[src/rtl/smb_pkg.sv]
package smb_pkg;

  localparam int IDX_W = 7;

  typedef struct packed {
    logic             wrEn;
    logic [IDX_W-1:0] wrIdx;
    logic [7:0]       wrData;
    logic [IDX_W-1:0] rdIdx;
  } regStrobeT;

  typedef enum logic [2:0] {S_IDLE, S_RX, S_ACK, S_TX, S_MACK} busStateT;
  typedef enum logic [1:0] {K_ADDR, K_CMD, K_COUNT, K_DATA} rxKindT;

  function automatic logic [7:0] resetValue(input int k);
    case (k)
      0, 2:    resetValue = 8'hFF;
      1:       resetValue = 8'hFE;
      6:       resetValue = 8'h18;
      7:       resetValue = 8'h08;
      default: resetValue = 8'h00;
    endcase
  endfunction

  function automatic logic [7:0] writeMask(input int k, input int strapW);
    if (k < 6)       writeMask = 8'hFF;
    else if (k == 6) writeMask = 8'hFF << strapW;
    else             writeMask = 8'h00;
  endfunction

endpackage

[src/rtl/smb_ctrl.sv]
module smb_ctrl
  import smb_pkg::*;
#(
  parameter logic [6:0] DEV_ADDR       = 7'h69,
  parameter int         NUM_BYTES      = 8,
  parameter bit         BLOCK_COUNT_EN = 1'b1
) (
  input  logic       clk,
  input  logic       rstN,
  input  logic       sclIn,
  input  logic       sdaIn,
  input  logic [7:0] rdData,
  output regStrobeT  strobe,
  output logic       sdaOe
);

  localparam logic [7:0] COUNT_BYTE = 8'(NUM_BYTES);

  busStateT         state;
  rxKindT           rxKind;
  logic             sclQ, sdaQ;
  logic [2:0]       bitCnt;
  logic [7:0]       shiftR;
  logic             byteFull, ackToTx, sendCount, mackOk;
  logic [IDX_W-1:0] ptr, wrIdxQ;
  logic [7:0]       wrDataQ;
  logic             wrEnQ;

  logic sclRise, sclFall, startDet, stopDet;
  assign sclRise  = sclIn & ~sclQ;
  assign sclFall  = ~sclIn & sclQ;
  assign startDet = sclIn & sclQ & sdaQ & ~sdaIn;
  assign stopDet  = sclIn & sclQ & ~sdaQ & sdaIn;

  always_comb begin
    strobe.wrEn   = wrEnQ;
    strobe.wrIdx  = wrIdxQ;
    strobe.wrData = wrDataQ;
    strobe.rdIdx  = ptr;
  end

  assign sdaOe = (state == S_ACK) | ((state == S_TX) & ~shiftR[7]);

  always_ff @(posedge clk or negedge rstN) begin
    if (!rstN) begin
      state     <= S_IDLE;
      rxKind    <= K_ADDR;
      sclQ      <= 1'b1;
      sdaQ      <= 1'b1;
      bitCnt    <= '0;
      shiftR    <= '0;
      byteFull  <= 1'b0;
      ackToTx   <= 1'b0;
      sendCount <= 1'b0;
      mackOk    <= 1'b0;
      ptr       <= '0;
      wrEnQ     <= 1'b0;
      wrIdxQ    <= '0;
      wrDataQ   <= '0;
    end else begin
      sclQ  <= sclIn;
      sdaQ  <= sdaIn;
      wrEnQ <= 1'b0;
      if (startDet) begin
        state    <= S_RX;
        rxKind   <= K_ADDR;
        bitCnt   <= '0;
        byteFull <= 1'b0;
      end else if (stopDet) begin
        state <= S_IDLE;
      end else begin
        case (state)
          S_RX: begin
            if (sclRise) begin
              shiftR <= {shiftR[6:0], sdaIn};
              bitCnt <= 3'(bitCnt + 1);
              if (bitCnt == 3'd7) byteFull <= 1'b1;
            end else if (sclFall && byteFull) begin
              byteFull <= 1'b0;
              state    <= S_ACK;
              ackToTx  <= 1'b0;
              case (rxKind)
                K_ADDR: begin
                  if (shiftR[7:1] != DEV_ADDR) state <= S_IDLE;
                  else if (shiftR[0])          ackToTx <= 1'b1;
                  else                         rxKind <= K_CMD;
                end
                K_CMD: begin
                  ptr       <= shiftR[7] ? shiftR[6:0] : '0;
                  sendCount <= ~shiftR[7];
                  rxKind    <= (!shiftR[7] && BLOCK_COUNT_EN) ? K_COUNT : K_DATA;
                end
                K_COUNT: rxKind <= K_DATA;
                default: begin
                  wrEnQ   <= 1'b1;
                  wrIdxQ  <= ptr;
                  wrDataQ <= shiftR;
                  ptr     <= IDX_W'(ptr + 1);
                end
              endcase
            end
          end
          S_ACK: begin
            if (sclFall) begin
              bitCnt <= '0;
              if (ackToTx) begin
                state <= S_TX;
                if (sendCount) begin
                  shiftR    <= COUNT_BYTE;
                  sendCount <= 1'b0;
                end else begin
                  shiftR <= rdData;
                  ptr    <= IDX_W'(ptr + 1);
                end
              end else begin
                state <= S_RX;
              end
            end
          end
          S_TX: begin
            if (sclFall) begin
              bitCnt <= 3'(bitCnt + 1);
              if (bitCnt == 3'd7) begin
                state  <= S_MACK;
                mackOk <= 1'b0;
              end else begin
                shiftR <= {shiftR[6:0], 1'b1};
              end
            end
          end
          S_MACK: begin
            if (sclRise) begin
              if (sdaIn) state <= S_IDLE;
              else       mackOk <= 1'b1;
            end else if (sclFall && mackOk) begin
              state  <= S_TX;
              bitCnt <= '0;
              if (sendCount) begin
                shiftR    <= COUNT_BYTE;
                sendCount <= 1'b0;
              end else begin
                shiftR <= rdData;
                ptr    <= IDX_W'(ptr + 1);
              end
            end
          end
          default: ;
        endcase
      end
    end
  end

  // drive changes only while the bus clock is low
  a_r10_sda_scl_low: assert property (@(posedge clk) disable iff (!rstN)
    (sclQ && sclIn && $past(sclIn)) |-> $stable(sdaOe));

  // a stop always leaves the controller idle
  a_r8_stop_idle: assert property (@(posedge clk) disable iff (!rstN)
    stopDet |=> (state == S_IDLE));

  // a new start always restarts address reception
  a_r1_start_addr: assert property (@(posedge clk) disable iff (!rstN)
    startDet |=> (state == S_RX && rxKind == K_ADDR && bitCnt == 3'd0));

  // one write strobe per received data byte
  a_r2_single_strobe: assert property (@(posedge clk) disable iff (!rstN)
    wrEnQ |=> !wrEnQ);

endmodule

[src/rtl/smb_regs.sv]
module smb_regs
  import smb_pkg::*;
#(
  parameter int NUM_BYTES = 8,
  parameter int STRAP_W   = 3,
  parameter int STRAP_IDX = 6
) (
  input  logic                   clk,
  input  logic                   rstN,
  input  regStrobeT              strobe,
  input  logic [STRAP_W-1:0]     strapIn,
  output logic [7:0]             rdData,
  output logic [NUM_BYTES*8-1:0] regOut
);

  localparam int SEL_W = $clog2(NUM_BYTES);

  logic [NUM_BYTES-1:0][7:0] regQ;
  logic [NUM_BYTES-1:0][7:0] view;

  for (genvar k = 0; k < NUM_BYTES; k++) begin : g_byte
    localparam logic [7:0] MASK = writeMask(k, STRAP_W);
    logic [7:0] q;
    always_ff @(posedge clk or negedge rstN) begin
      if (!rstN)
        q <= resetValue(k);
      else if (strobe.wrEn && strobe.wrIdx == IDX_W'(k))
        q <= (q & ~MASK) | (strobe.wrData & MASK);
    end
    assign regQ[k] = q;
    if (k == STRAP_IDX) begin : g_strap
      assign view[k] = {q[7:STRAP_W], strapIn};
    end else begin : g_plain
      assign view[k] = q;
    end
    assign regOut[8*k +: 8] = view[k];
  end

  assign rdData = (strobe.rdIdx < IDX_W'(NUM_BYTES)) ? view[strobe.rdIdx[SEL_W-1:0]] : 8'h00;

  // writes outside the writable range change no stored bit
  a_r7_ro_untouched: assert property (@(posedge clk) disable iff (!rstN)
    (strobe.wrEn && strobe.wrIdx >= IDX_W'(NUM_BYTES - 1)) |=> $stable(regQ));

  // a write to offset 0 lands in full
  a_r2_write_byte0: assert property (@(posedge clk) disable iff (!rstN)
    (strobe.wrEn && strobe.wrIdx == '0) |=> (regOut[7:0] == $past(strobe.wrData)));

endmodule

[src/rtl/smb_ctrl_regs.sv]
module smb_ctrl_regs
  import smb_pkg::*;
#(
  parameter logic [6:0] DEV_ADDR       = 7'h69,
  parameter int         NUM_BYTES      = 8,
  parameter int         STRAP_W        = 3,
  parameter bit         BLOCK_COUNT_EN = 1'b1
) (
  input  logic                   clk,
  input  logic                   rstN,
  input  logic                   sclIn,
  input  logic                   sdaIn,
  input  logic [STRAP_W-1:0]     strapIn,
  output logic                   sdaOe,
  output logic [NUM_BYTES*8-1:0] regOut
);

  regStrobeT  strobe;
  logic [7:0] rdData;

  smb_ctrl #(
    .DEV_ADDR(DEV_ADDR), .NUM_BYTES(NUM_BYTES), .BLOCK_COUNT_EN(BLOCK_COUNT_EN)
  ) i_ctrl (
    .clk(clk), .rstN(rstN), .sclIn(sclIn), .sdaIn(sdaIn),
    .rdData(rdData), .strobe(strobe), .sdaOe(sdaOe)
  );

  smb_regs #(
    .NUM_BYTES(NUM_BYTES), .STRAP_W(STRAP_W), .STRAP_IDX(6)
  ) i_regs (
    .clk(clk), .rstN(rstN), .strobe(strobe), .strapIn(strapIn),
    .rdData(rdData), .regOut(regOut)
  );

endmodule

[config.mk]
export PLATFORM = sky130hd
export DESIGN_NAME = smb_ctrl_regs
export DESIGN_NICKNAME = d
export VERILOG_FILES = /design/src/rtl/smb_pkg.sv /design/src/rtl/smb_ctrl.sv /design/src/rtl/smb_regs.sv /design/src/rtl/smb_ctrl_regs.sv
export SDC_FILE = /design/constraint.sdc
export NUM_CORES = 1
export LEC_CHECK = 0
export BUFFER_PORTS_ARGS = -buffer_cell sky130_fd_sc_hd__buf_2
export CORE_MARGIN = 3
export CORE_UTILIZATION = 52
export DETAILED_ROUTE_END_ITERATION = 8
export GPL_ROUTABILITY_DRIVEN = 0
export PLACE_DENSITY = 0.76
export SETUP_SLACK_MARGIN = 0.15
export SYNTH_ARGS = -nofsm -noshare
export SYNTH_HDL_FRONTEND = slang
export SYNTH_SLANG_ARGS = --single-unit
[constraint.sdc]
create_clock -name clk -period 2.13 [get_ports clk]
set_input_delay 0.426 -clock clk [delete_from_list [all_inputs] [get_ports clk]]
set_output_delay 0.426 -clock clk [all_outputs]
set_load 0.01 [all_outputs]
==> results by group, run 1 <==
Outcome
  • Status: complete, but fails checks
  • Failing checks: negative hold slack

Setup path
  • Crit path largest cell delay: 0.45 ns
  • CP cell instances: or3_4 > or4_4 > nor3b_4 > buf_12 > mux2_2
  • Slowest stage cell, crit path: or4_4
  • Worst path arrival time: between 2 and 2.5 ns
  • Worst setup SP type: flip-flop
  • CP max FO: 7
  • Critical Path RT: 2.43 ns
  • WP buf/inv: 1
  • Delay-heaviest family, CP: simple AND/OR/NAND/NOR gates
  • Flop-to-flop setup slack: 0.01 ns
  • Kind of end point of the critical path: flip-flop
  • Worst setup path class: reg2reg

Synthesis
  • Yosys warns: 0
  • Main synth FF type: dfrtp_1
  • Post-synth EDFFs: 0
  • Synthesized area: 5100 um^2
  • Asr flop ratio synth: 100%
  • Syn_area_per_cell: ~12 um^2
  • Seq/Total Area, Yosys: 48.7%
  • Post-Synthesis Cells: between 400 and 500
  • Yosys cell types: 63
  • Synth Register Bits: about 100

Cells and area
  • Antenna cells: 0
  • Share of layout cells above drive strength 1: a little under half
  • Area Growth Syn to Fin: 20.1%
  • Multi-input combinational cell area: approximately 2500 um^2
  • Fillcell total: 728
  • Post-route cell area: approximately 6000 um^2
  • Reg area: 2490 um^2
  • Nets@finish: 539

Power
  • Comb pwr share: roughly two fifths
  • Switching Share: between 30% and 40%
  • P_leak: 2.90 nW
  • Clock power share: about a fifth
  • Internal Pwr Total: 0.00347 W
  • Peak supply drop: 491 uV
  • Psw: 0.00216 W
  • Sequential power share: 40.5%
  • Power Density: 919 nW/um^2

Timing
  • Fin worst setup slack: between 0.01 and 0.015 ns
  • Final min period: ~2.1 ns
  • Fmax: between 0.4 and 0.5 GHz
  • Max Slew Vio Count: 0
  • RSZ-0062 raised after global routing: true
  • Fin Clk Skew: about 0.013 ns
  • Final hold slack: -0.00747 ns
  • Final hold vios: 13
  • # setup viols final: 0
  • Final Cycle Share: 99.3%
  • Setup tns final: 0 ns

GRT
  • Total track usage: around 24%
  • Vias in the first global route: 4041
  • Initial antenna violation count: 0
  • GRT overflow: 0
  • First-pass GRT wire length: about 21000 um
  • Largest net degree at the start of global routing: 34

Clocking
  • H-tree Lvls: 3
  • # hold bufs at CTS: 0
  • Reg clk slew, reported paths: roughly 0.11 ns
  • Sink Count: slightly below 100
  • CTS tree: built
  • Total CTS buffers: 9
  • Clock root buffer: clkbuf_8
  • Clk buf depth: 2
  • Skew-Pair Late Insertion Delay: 0.37 ns

Place
  • DPL Wire Length: 8980 um
  • Post-DP Area: approximately 5700 um^2
  • Pre-CTS WS: 0.0142 ns
  • PortBufs: 63

Drt
  • Vias/cell: 5.98
  • Final WL: 13100 um
  • Wire per inst: around 20 um
  • ANT nets after route: 0
  • DRC viols: 0
  • Via Count: approximately 3900
  • Pre-Repair DR Iteration Count: 6
  • Initial detailed-routing violation count: 274

Job
  • Max cap viols: 0

Floorplanning
  • Die ar.: approximately 11000 um^2
  • Num ports: 72
  • Starting Density: 54.4%
  • Row cnt: 35
  • Die Y: 105 um
  • Core area: 9370 um^2
  • Die Width: 105 um

Hold path
  • Worst Hold Class: in2async
layout make-up:
class / instances / area share [%]
Inverter: 23 / 1.41
Clock inverter: 6 / 0.899
Tap cell: 129 / 2.63
Clock buffer: 10 / 2.25
Multi-Input combinational cell: 293 / 41.3
Timing Repair Buffer: 100 / 10.9
Sequential cell: 98 / 40.6
timing repair:
item,CTS,global route
pin swaps,2,3
setup buffers,1,7
gates resized for setup,16,23
setup endpoints to repair,51,59
cells in the final DEF, fill, tap and decap left out, types with 3 or more instances in the layout:
master	synthesis	layout
dfstp_2	27	27
mux2i_1	8	8
nand3_1	14	14
nand3b_1	3	3
o22ai_1	5	4
inv_1	22	22
nand2_1	28	27
nor3_1	4	4
a21oi_1	17	17
buf_4	12	31
ha_1	7	6
clkbuf_8	0	10
a221oi_1	6	6
o21ai_0	27	27
o32ai_1	5	5
nor2_1	15	15
buf_2	6	62
nand2b_1	6	6
mux4_2	8	8
conb_1	2	8
a32oi_1	6	4
mux2_2	66	42
or3_4	2	3
nor2b_1	5	4
dfrtp_1	71	69
buf_12	0	5
inv_6	0	3
mux2_4	5	29
cells by family after synthesis:
family	count (synthesis)	synth area share (%)
flip-flops	98	48.7
AO/OA/AOI/OAI	89	11.7
XOR/XNOR	3	0.515
AND/OR/NAND/NOR	99	11.1
adder cells (fa/ha/maj)	7	1.72
other	2	0.147
multiplexers	87	21.1
buffers and inverters	52	5.00
per-layer routing:
metal / track usage, % / vias to the layer above / part of all wire [%]
li1: - / 1755 / -
met2: 41.8 / 182 / 51
met1: 30.7 / 1987 / 40
met5: 0 / - / 0
met3: 5.00 / 15 / 7.2
met4: 6.94 / 0 / 1.4
power groups by stage:
stage | Combinational, W | Sequential [W] | Clock [W]
after floorplan | 0.00141 | 0.00223 | 0
after global placement | 0.00196 | 0.00231 | 0
after detailed placement | 0.00200 | 0.00232 | 0
after CTS | 0.00202 | 0.00229 | 0.00122
after global routing | 0.00234 | 0.00231 | 0.00130
final | 0.00215 | 0.00228 | 0.00120
cells in the mapped netlist (6+ instances only):
cell | n | area share (%)
clkbuf_1 | 9 | 0.66
ha_1 | 7 | 1.7
o21ai_0 | 27 | 2.6
nor2_1 | 15 | 1.1
dfstp_2 | 27 | 14
mux2i_1 | 8 | 1.6
buf_2 | 6 | 0.59
mux4_2 | 8 | 3.5
mux2_2 | 66 | 15
nand2b_1 | 6 | 0.74
a21oi_1 | 17 | 1.7
dfrtp_1 | 71 | 35
nand2_1 | 28 | 2.1
buf_4 | 12 | 1.8
nand3_1 | 14 | 1.4
a221oi_1 | 6 | 1.0
a32oi_1 | 6 | 1.0
inv_1 | 22 | 1.6
stage by stage:
stage	instances	hold WS, ns	total power (W)	utilization, %
final	659	-0.00747	0.00563	65.4
after detailed placement	635	0.407	0.00432	61.0
after global placement	635	0.407	0.00427	61.0
after CTS	652	0.000578	0.00553	63.8
after floorplan	443	0.130	0.00364	-
after global routing	659	0.0155	0.00595	65.4
flip-flops by register name, summed over array words and instances, names as in the netlist, 2 cells and up:
name and flops:
i_ctrl.rxKind 2, i_ctrl.bitCnt 3, i_ctrl.wrIdxQ 7, i_ctrl.wrDataQ 8
i_ctrl.shiftR 8, i_regs.g_byte.q 53, i_ctrl.state 3, i_ctrl.ptr 7
final timing paths:
path                                                    from                                 to  cells after the start
worst min register to register  i_ctrl.wrIdxQ[6]$_DFFE_PN0P_       i_ctrl.wrIdxQ[6]$_DFFE_PN0P_                      2
max in group asynchronous                               rstN  i_regs.g_byte[0].q[5]$_DFFE_PN1P_                      2
worst min-delay path                                    rstN        i_ctrl.state[2]$_DFFE_PN0P_                      1
worst max register to register  i_ctrl.wrIdxQ[5]$_DFFE_PN0P_  i_regs.g_byte[0].q[4]$_DFFE_PN1P_                      5
worst max-delay path            i_ctrl.wrIdxQ[5]$_DFFE_PN0P_  i_regs.g_byte[0].q[4]$_DFFE_PN1P_                      5
min in group clk                                       sclIn              i_ctrl.sclQ$_DFF_PN1_                      1
(Power assumes the default switching activity.)
==> inputs of run 2 (changes only) <==
CORE_UTILIZATION = 58   (was 52)
PLACE_DENSITY = 0.81   (was 0.76)
clock period = 2.1 ns   (was 2.13 ns; I/O delays follow)
==> results by group, run 2 (synthesis results as in run 1) <==
Outcome
  • Status: finished clean

Timing
  • Max Slew Vio Count: 0 (unchanged)
  • Fin Clk Skew: 0.0211 ns (+0.00829 ns)
  • Final hold vios: 0 (-13)
  • Final Cycle Share: 97.3% (-2.0 points)
  • Fmax: 0.489 GHz (+3.5%)
  • # setup viols final: 0 (unchanged)
  • Slew margin rel.: 63.8%
  • RSZ-0062 raised after global routing: true
  • Final hold slack: 0.0442 ns (+0.0517 ns)
  • Final min period: 2.04 ns (-0.0719 ns)
  • Worst-Margin Slew: 0.544 ns

Cells and area
  • Max reg flops: 53 (unchanged)
  • Largest regs: i_regs.g_byte.q (53), i_ctrl.shiftR (8), i_ctrl.wrDataQ (8)
  • Utilization after layout: 72.2% (+6.8 points)
  • Top reg by flops: i_regs.g_byte.q
  • Commonest non-fill, non-tap cells in the layout: 68 x dfrtp_1, 62 x buf_2, 47 x mux2_2
  • Share of layout cells above drive strength 1: 46.8% (about the same)
  • Area Growth Syn to Fin: 18.6%
  • Nets@finish: 535 (-0.74%)
  • Antenna cells: 0 (unchanged)
  • Most common cell after layout, fill and taps aside: dfrtp_1

Power
  • Peak supply drop: 561 uV (+14%)
  • Internal Pwr Total: 0.00355 W (+2.1%)
  • Sequential power share: 40.4% (about the same)
  • Switching Share: 38.8% (+0.40 points)
  • Clock power share: 20.4% (-0.9 points)
  • Design Power: 0.00579 W (+2.8%)
  • Power Density: 957 nW/um^2 (+4.1%)
  • Psw: 0.00224 W (+3.9%)
  • P_leak: 2.87 nW (-0.89%)
  • Comb pwr share: 39.2% (+1.0 points)

Place
  • DPL Wire Length: 9110 um (+1.4%)
  • PortBufs: 63 (unchanged)

GRT
  • First-pass GRT wire length: 21200 um (+0.19%)
  • Total track usage: 27.4% (+3.2 points)
  • GRT overflow: 0 (unchanged)
  • Initial antenna violation count: 0 (unchanged)
  • Largest net degree at the start of global routing: 99 (+190%)
  • Vias in the first global route: 4113 (+1.8%)

Clocking
  • Sink Count: 98 (unchanged)
  • Clk buf depth: 2 (unchanged)
  • CTS tree: built
  • Skew-Pair Late Insertion Delay: 0.38 ns (about the same)
  • Clock root buffer: clkbuf_8
  • Reg clk slew, reported paths: 0.10 ns (about the same)
  • H-tree Lvls: 3 (unchanged)
  • # hold bufs at CTS: 0 (unchanged)
  • Total CTS buffers: 9 (unchanged)

Setup path
  • CP max FO: 8 (+1)
  • Worst reg2reg path depth: 5 (unchanged)
  • Worst path arrival time: 2.36 ns (-0.06 ns)
  • Worst setup path class: reg2reg
  • Critical Path RT: 2.41 ns (-0.02 ns)
  • Worst setup SP type: flip-flop
  • Kind of end point of the critical path: flip-flop

Floorplanning
  • Die ar.: 9950 um^2 (-9.8%)
  • Die Width: 99.8 um (-5.0%)
  • Row cnt: 33 (-5.7%)
  • Num ports: 72 (unchanged)
  • Core area: 8380 um^2 (-11%)
  • Starting Density: 60.8% (+6.4 points)
  • Die Y: 99.8 um (-5.0%)

Drt
  • Pre-Repair DR Iteration Count: 6 (unchanged)
  • Wire per inst: 20.7 um (+4.0%)
  • Initial detailed-routing violation count: 475 (+73%)
  • ANT nets after route: 0 (unchanged)
  • DRC viols: 0 (unchanged)
  • Vias/cell: 6.33 (+5.9%)
  • Final WL: 13100 um (-0.41%)
  • Via Count: 3994 (+1.4%)

Hold path
  • Worst Hold Class: in2async

Job
  • Max cap viols: 0 (unchanged)
-- run 2: cell type report --
| class | instances | area (um^2) |
|---|---|---|
| Multi-Input combinational cell | 293 | 2510 |
| Sequential cell | 98 | 2490 |
| Fill cell | 550 | 2330 |
| Timing Repair Buffer | 96 | 643 |
| Tap cell | 105 | 131 |
| Clock buffer | 9 | 124 |
| Inverter | 23 | 86.3 |
| Clock inverter | 7 | 61.3 |
-- run 2: worst max-delay path, cell delays in order, from the launching register on --
cell and delay, ns:
dfrtp_1 0.39, or3_4 0.41, or4_4 0.45, nor3b_4 0.23, buf_12 0.17, mux2_2 0.34
-- run 2: worst paths after layout --
| kind | startpoint | end | slack (ns) |
|---|---|---|---|
| min in group clk | sclIn | i_ctrl.sclQ$_DFF_PN1_ | 0.25 |
| worst max-delay path | i_ctrl.wrIdxQ[5]$_DFFE_PN0P_ | i_regs.g_byte[0].q[2]$_DFFE_PN1P_ | 0.06 |
| max in group asynchronous | rstN | i_ctrl.ptr[0]$_DFFE_PN0P_ | 1.59 |
| worst min-delay path | rstN | i_ctrl.state[0]$_DFFE_PN0P_ | 0.04 |
| worst min register to register | i_ctrl.wrIdxQ[6]$_DFFE_PN0P_ | i_ctrl.wrIdxQ[6]$_DFFE_PN0P_ | 0.52 |
| worst max register to register | i_ctrl.wrIdxQ[5]$_DFFE_PN0P_ | i_regs.g_byte[0].q[2]$_DFFE_PN1P_ | 0.06 |
-- run 2: per-layer routing --
metal	global-route usage, %	wire length [um]	up-vias
met2	45.2	6410	206
met5	0	0	-
met1	35.1	5380	1996
met4	11.9	396	0
met3	6.05	880	37
li1	-	-	1755
-- run 2: what timing repair did --
item | in CTS | in global routing
cloned | 0 | 0
setup endpoints to repair | 47 | 67
resized for setup | 12 | 26
pin swaps | 2 | 0
buffers inserted | 2 | 0
-- run 2: through the flow --
step / std cells / TNS, ns / setup slack [ns] / area (um^2)
final: 631 / 0 / 0.0558 / 6050
after detailed placement: 613 / -0.00121 / -0.00121 / 5710
after CTS: 631 / 0 / 0.0620 / 5950
after floorplan: 443 / 0 / 0.104 / 5130
after global routing: 631 / -0.000546 / -0.000546 / 6050
after global placement: 613 / 0 / 0.0490 / 5710
-- run 2: power by group through the flow --
stage	clock, W	sequential [W]	combinational, W
after floorplan	0	0.00226	0.00143
after global placement	0	0.00235	0.00207
after detailed placement	0	0.00236	0.00214
after CTS	0.00120	0.00233	0.00217
after global routing	0.00127	0.00236	0.00246
final	0.00118	0.00234	0.00227
